<file path="src/rtl/perm_step_pkg.sv">
package perm_step_pkg;

    typedef enum logic [1:0] {
        ST_IDLE  = 2'd0,
        ST_FETCH = 2'd1,
        ST_CALC  = 2'd2,
        ST_DONE  = 2'd3
    } step_state_e;

    // 4-bit nonlinear substitution table
    function automatic logic [3:0] crumb_sub(input logic [3:0] idx);
        logic [3:0] r;
        unique case (idx)
            4'h0: r = 4'hD;
            4'h1: r = 4'hE;
            4'h2: r = 4'h0;
            4'h3: r = 4'h1;
            4'h4: r = 4'h5;
            4'h5: r = 4'hA;
            4'h6: r = 4'h7;
            4'h7: r = 4'h6;
            4'h8: r = 4'hB;
            4'h9: r = 4'h3;
            4'hA: r = 4'h9;
            4'hB: r = 4'hC;
            4'hC: r = 4'hF;
            4'hD: r = 4'h8;
            4'hE: r = 4'h2;
            default: r = 4'h4;
        endcase
        return r;
    endfunction

endpackage

</file>
<file path="src/rtl/perm_sbox.sv">
module perm_sbox
    import perm_step_pkg::*;
#(
    parameter bit USE_MEM = 1'b0
) (
    input  logic       clk,
    input  logic       en,
    input  logic [3:0] idx,
    output logic [3:0] val
);
    localparam int DEPTH = 16;

    generate
        if (USE_MEM) begin : g_mem
            logic [3:0] rom [DEPTH];
            logic [3:0] rd_q;

            always_comb begin
                for (int i = 0; i < DEPTH; i++) begin
                    rom[i] = crumb_sub(4'(i));
                end
            end

            always_ff @(posedge clk) begin
                if (en) begin
                    rd_q <= rom[idx];
                end
            end

            assign val = rd_q;
        end else begin : g_logic
            logic unused_clk_en;
            assign unused_clk_en = clk ^ en;
            assign val = crumb_sub(idx);
        end
    endgenerate

endmodule

</file>
<file path="src/rtl/perm_mixer.sv">
module perm_mixer #(
    parameter int W     = 32,
    parameter int ROT_A = 2,
    parameter int ROT_B = 14,
    parameter int ROT_C = 10,
    parameter int ROT_D = 1
) (
    input  logic [W-1:0] x_i,
    input  logic [W-1:0] y_i,
    output logic [W-1:0] x_o,
    output logic [W-1:0] y_o
);
    function automatic logic [W-1:0] rotl(input logic [W-1:0] v, input int r);
        return (v << r) | (v >> (W - r));
    endfunction

    logic [W-1:0] y1, x1, y2, x2, y3;

    always_comb begin
        y1  = y_i ^ x_i;
        x1  = rotl(x_i, ROT_A) ^ y1;
        y2  = rotl(y1, ROT_B) ^ x1;
        x2  = rotl(x1, ROT_C);
        y3  = rotl(y2, ROT_D);
        x_o = x2 ^ y3;
        y_o = y3;
    end

endmodule

</file>
<file path="src/rtl/perm_step.sv">
module perm_step
    import perm_step_pkg::*;
#(
    parameter int W            = 32,
    parameter bit USE_MEM_SBOX = 1'b0,
    parameter int ROT_A        = 2,
    parameter int ROT_B        = 14,
    parameter int ROT_C        = 10,
    parameter int ROT_D        = 1
) (
    input  logic           clk,
    input  logic           rst_n,
    input  logic           start_i,
    input  logic [8*W-1:0] state_i,
    input  logic [W-1:0]   const_lo_i,
    input  logic [W-1:0]   const_hi_i,
    output logic [8*W-1:0] state_o,
    output logic           done_o
);
    localparam int NW   = 8;
    localparam int HALF = NW / 2;
    localparam int SW   = NW * W;

    step_state_e st_q, st_d;
    logic        load_en, write_en, sbox_en;

    logic [W-1:0]  w_q  [NW];
    logic [W-1:0]  sw   [NW];
    logic [W-1:0]  mx   [NW];
    logic [W-1:0]  nw   [NW];
    logic [W-1:0]  c_lo_q, c_hi_q;
    logic [SW-1:0] nxt_flat, out_q;
    logic [3:0]    idx_lo [W];
    logic [3:0]    idx_hi [W];
    logic [3:0]    s_lo   [W];
    logic [3:0]    s_hi   [W];

    // state register
    always_ff @(posedge clk or negedge rst_n) begin
        if (!rst_n) begin
            st_q <= ST_IDLE;
        end else begin
            st_q <= st_d;
        end
    end

    // next state
    always_comb begin
        st_d = st_q;
        unique case (st_q)
            ST_IDLE:  if (start_i) st_d = USE_MEM_SBOX ? ST_FETCH : ST_CALC;
            ST_FETCH: st_d = ST_CALC;
            ST_CALC:  st_d = ST_DONE;
            ST_DONE:  st_d = ST_IDLE;
            default:  st_d = ST_IDLE;
        endcase
    end

    // outputs of the state machine
    always_comb begin
        load_en  = (st_q == ST_IDLE) && start_i;
        sbox_en  = (st_q == ST_FETCH);
        write_en = (st_q == ST_CALC);
        done_o   = (st_q == ST_DONE);
    end

    // crumb gathering: lower group forward, upper group reversed
    always_comb begin
        for (int j = 0; j < W; j++) begin
            idx_lo[j] = {w_q[3][j], w_q[2][j], w_q[1][j], w_q[0][j]};
            idx_hi[j] = {w_q[4][j], w_q[5][j], w_q[6][j], w_q[7][j]};
        end
    end

    generate
        for (genvar j = 0; j < W; j++) begin : g_crumb
            perm_sbox #(.USE_MEM(USE_MEM_SBOX)) u_sb_lo (
                .clk(clk), .en(sbox_en), .idx(idx_lo[j]), .val(s_lo[j])
            );
            perm_sbox #(.USE_MEM(USE_MEM_SBOX)) u_sb_hi (
                .clk(clk), .en(sbox_en), .idx(idx_hi[j]), .val(s_hi[j])
            );
        end
    endgenerate

    // scatter substituted crumbs back to the same bit positions
    always_comb begin
        for (int j = 0; j < W; j++) begin
            for (int b = 0; b < HALF; b++) begin
                sw[b][j]        = s_lo[j][b];
                sw[NW-1-b][j]   = s_hi[j][b];
            end
        end
    end

    generate
        for (genvar k = 0; k < HALF; k++) begin : g_mix
            perm_mixer #(
                .W(W), .ROT_A(ROT_A), .ROT_B(ROT_B), .ROT_C(ROT_C), .ROT_D(ROT_D)
            ) u_mix (
                .x_i(sw[k]), .y_i(sw[k+HALF]), .x_o(mx[k]), .y_o(mx[k+HALF])
            );
        end
    endgenerate

    // constant injection and packing
    always_comb begin
        for (int k = 0; k < NW; k++) begin
            nw[k] = mx[k];
        end
        nw[0]    = mx[0] ^ c_lo_q;
        nw[HALF] = mx[HALF] ^ c_hi_q;
        for (int k = 0; k < NW; k++) begin
            nxt_flat[k*W +: W] = nw[k];
        end
    end

    // data registers
    always_ff @(posedge clk or negedge rst_n) begin
        if (!rst_n) begin
            for (int k = 0; k < NW; k++) begin
                w_q[k] <= '0;
            end
            c_lo_q <= '0;
            c_hi_q <= '0;
            out_q  <= '0;
        end else begin
            if (load_en) begin
                for (int k = 0; k < NW; k++) begin
                    w_q[k] <= state_i[k*W +: W];
                end
                c_lo_q <= const_lo_i;
                c_hi_q <= const_hi_i;
            end
            if (write_en) begin
                out_q <= nxt_flat;
            end
        end
    end

    assign state_o = out_q;

endmodule

</file>
<file path="config.mk">
export PLATFORM = sky130hd
export DESIGN_NAME = perm_step
export DESIGN_NICKNAME = d
export VERILOG_FILES = /design/src/rtl/perm_step_pkg.sv /design/src/rtl/perm_sbox.sv /design/src/rtl/perm_mixer.sv /design/src/rtl/perm_step.sv
export SDC_FILE = /design/constraint.sdc
export NUM_CORES = 2
export LEC_CHECK = 0
export BUFFER_PORTS_ARGS = -buffer_cell sky130_fd_sc_hd__buf_2
export CAP_MARGIN = 20
export CORE_UTILIZATION = 30
export CTS_CLUSTER_SIZE = 8
export DETAILED_ROUTE_END_ITERATION = 10
export GPL_TIMING_DRIVEN = 0
export PLACE_DENSITY = 0.46
export SETUP_SLACK_MARGIN = 0.5
export SYNTH_ARGS = -nofsm -noshare
export SYNTH_HDL_FRONTEND = slang
export SYNTH_SLANG_ARGS = --single-unit
</file>
<file path="constraint.sdc">
create_clock -name clk -period 2.4 [get_ports clk]
set_input_delay 0.12 -clock clk [delete_from_list [all_inputs] [get_ports clk]]
set_output_delay 0.12 -clock clk [all_outputs]
set_load 0.005 [all_outputs]
</file>
==> flow_metrics.py <==
metrics = {
    "worst_hold_path": {
        "hold_path_class": "input port to async pin",
    },
    "placement": {
        "place_area_mm2": 0.0460,
        "numPortBuffers": 579,
        "dp_hpwl_um": 144000,
        "place_congestion": 0.906,
    },
    "setup_path": {
        "cp-end-kind": "flip-flop",
        "path_max_fanout": 4,
        "worstSetupPathType": "flip-flop to flip-flop",
        "crit_arrival_ns": 3.11,
        "crit_top_cell": "buf_6",
        "startpoint_type": "flip-flop",
        "worstPathRequired_ns": 2.94,
        "path_cells": "inv_4, buf_6, buf_6, ha_4, mux2_4, a21oi_4, buf_12, xor3_2, xnor2_4, xnor2_2, o21ai_1",
        "reg2reg_from": "idx_lo[45]",
        "cp_slowest_cell": "xor3_2",
        "reg2reg_depth": 11,
        "rrSetupSlack_ns": -0.17,
        "cpPeakStageDelay_ns": 0.44,
        "r2r-end": "state_o[119]",
    },
    "synth": {
        "synth_seq_cells": 578,
        "synth_edf_count": 0,
        "synth-simple-area-share_pct": 8.58,
        "synthFlopType": "dfrtp_1",
        "yosys-mux-area-fraction_pct": 11.6,
        "async_flop_share_pct": 100,
        "synth_xor_area_share_pct": 16.0,
        "synth.distinct_cells": 55,
        "syn_nets": 4385,
        "synthAdderAreaFrac_pct": 11.5,
        "syn_area_per_cell_um2": 10.4,
        "synth_compound_area_share_pct": 10.1,
        "synthCells": 3707,
        "syn_area_mm2": 0.0385,
        "synth_top_family_by_area": "XOR/XNOR gates",
        "ys_seq_area_share_pct": 37.6,
        "yosysWarnings": 0,
    },
    "flow_run": {
        "maxCapViolations": 0,
    },
    "cells_and_area": {
        "area_growth_pct": 75.0,
        "multiInputGateArea_mm2": 0.0312,
        "layout-drive-gt1-share_pct": 55.3,
        "final_cell_area_mm2": 0.0674,
        "seqCellArea_mm2": 0.0146,
        "n_fill_cell": 11200,
        "fin_nets": 6239,
    },
    "clocking": {
        "cts_made_buffers": 85,
        "clk_pin_slew_worst_paths_ns": 0.06,
        "cts_sinks": 578,
        "htreeDepth": 3,
        "cts-root-buf": "clkbuf_16",
        "cts_tree": "yes",
        "insertion_delay_ns": 0.70,
        "cts_max_path_buffers": 3,
    },
    "grt": {
        "grt_pass1_wl_um": 261000,
        "grt_max_degree": 109,
        "grt_pass1_vias": 35000,
        "antenna_found_initial": 13,
        "track_usage_pct": 28.5,
        "globalRouteOverflowTotal": 0,
    },
    "sta": {
        "rsz0062_at_grt": "true",
        "period_share_pct": 107,
        "relSlewSlack_pct": 38.7,
        "tightest_slew_ns": 0.920,
        "skew_ns": 0.0472,
        "fmax_mhz": 390,
        "drv_slew": 0,
        "post-route-min-period_ns": 2.57,
        "hold_viol": 0,
        "finalSetupViolCount": 113,
        "worst_slack_ns": -0.166,
    },
    "drt": {
        "drcViolationCount": 0,
        "ant_nets": 0,
        "routedWlPerCell_um": 26.1,
        "drt_wl_total_um": 190000,
        "vias": 35800,
        "drt_iter0_drc": 2338,
        "dr.pass1.iters": 5,
        "viasPerCell": 4.93,
    },
    "floorplan": {
        "core_mm2": 0.128,
        "dieArea_mm2": 0.130,
        "die_h_um": 360,
        "initial_core_util_pct": 30.2,
        "die_w_um": 360,
        "rows": 131,
        "io_pins": 580,
    },
    "run_status": {
        "outcome": "finished, violations left",
        "failed_checks": "negative setup slack",
    },
}
## kinds of logic after synthesis
family	Yosys count
multiplexers	325
flip-flops	578
AND/OR/NAND/NOR	718
AO/OA/AOI/OAI	688
XOR/XNOR	608
adder cells (fa/ha/maj)	355
buffers and inverters	435
## final cells by class
| cell class | instances | area share, % |
|---|---|---|
| diodes | 4 | 0.0149 |
| plain buffers | 211 | 2.08 |
| clock buffers | 124 | 3.51 |
| clock inverters | 7 | 0.215 |
| inverters | 223 | 1.47 |
| multi-input cells | 2694 | 46.3 |
| flip-flops and latches | 578 | 21.7 |
| well taps | 1662 | 3.09 |
| repair buffers | 1768 | 21.7 |
## synth_stat cells (8+ instances only)
master | number | area [µm²]
a21oi_1 | 50 | 250
clkbuf_1 | 126 | 473
a311oi_1 | 40 | 350
xnor2_1 | 342 | 3000
mux2_2 | 222 | 2500
nor2b_1 | 102 | 638
nand2_1 | 430 | 1610
mux4_2 | 75 | 1690
nand3_1 | 21 | 105
xnor2_2 | 9 | 146
ha_1 | 355 | 4440
buf_2 | 69 | 345
a31oi_1 | 19 | 119
buf_1 | 8 | 30.0
nor3_1 | 51 | 255
mux2i_1 | 25 | 250
o21ai_0 | 414 | 2070
and3b_1 | 9 | 78.8
dfrtp_1 | 578 | 14500
nor2_1 | 41 | 154
a211oi_1 | 26 | 195
o21ai_1 | 100 | 500
xor2_1 | 201 | 1760
nor3b_1 | 28 | 210
inv_1 | 222 | 833
xor3_1 | 19 | 452
or3_1 | 17 | 106
xnor3_1 | 34 | 766
o211ai_1 | 11 | 82.6
## through the flow
step / instances / setup WS (ns) / hold slack (ns) / utilization, % / TNS, ns
finish: 7271 / -0.166 / 0.126 / 52.9 / -6.42
global route: 7269 / -0.230 / 0.128 / 52.8 / -14.87
CTS: 7035 / -0.172 / 0.135 / 49.5 / -5.64
detailed placement: 5974 / -1.68 / -0.0786 / 36.0 / -548.32
global placement: 5948 / -13.79 / 0.327 / 35.7 / -8088.80
floorplan: 3707 / 0.0962 / -0.176 / - / 0
## timing repair
action                     4_1_cts  5_1_grt
hold buffers                   323        0
buffers inserted               606      231
cloned                           1        2
pin swaps                      362      351
hold endpoints to repair       423        0
setup endpoints to repair      577      452
resized for setup             1107      623
## critical path, delay by kind of cell (launching register included)
kind            cells  cell delay [ns]
flops               1             0.42
compound gates      2             0.23
xor+xnor            3             0.89
buf+inv             4             0.44
mux                 1             0.28
fa+ha+maj           1             0.14
## state kept, by name, summed over array words and instances, names as in the netlist
signal   count
c_hi_q      32
c_lo_q      32
idx_hi     128
idx_lo     128
st_q         2
state_o    256
## worst max-delay path by stage
| stage | start | endpoint |
|---|---|---|
| finish | idx_lo[45] | state_o[119] |
| global route | idx_hi[57] | state_o[50] |
| CTS | idx_lo[45] | state_o[85] |
| detailed placement | st_q[0] | state_o[185] |
| global placement | rst_n | idx_hi[105] |
| floorplan | idx_lo[121] | state_o[144] |
## routing by layer
layer / share of wire (%) / routed length (µm) / track usage [%]
met5: 0.025 / 48 / 0
met4: 4.7 / 9020 / 10.7
met3: 5.7 / 10900 / 4.42
met2: 46 / 87500 / 45.6
met1: 43 / 82600 / 38.6
## layout by cell type, fill, tap and decap left out, types with 178 or more instances in the layout
cell type / n
buf_2: 647
buf_4: 582
buf_6: 203
dfrtp_1: 450
dlygate4sd3_1: 323
ha_1: 228
mux2_2: 185
nand2_1: 428
o21ai_0: 178
o21ai_1: 205
Power is left out: the tool's default activity adds up to more than one toggle a clock period on the data nets, which glitch-free logic cannot reach.
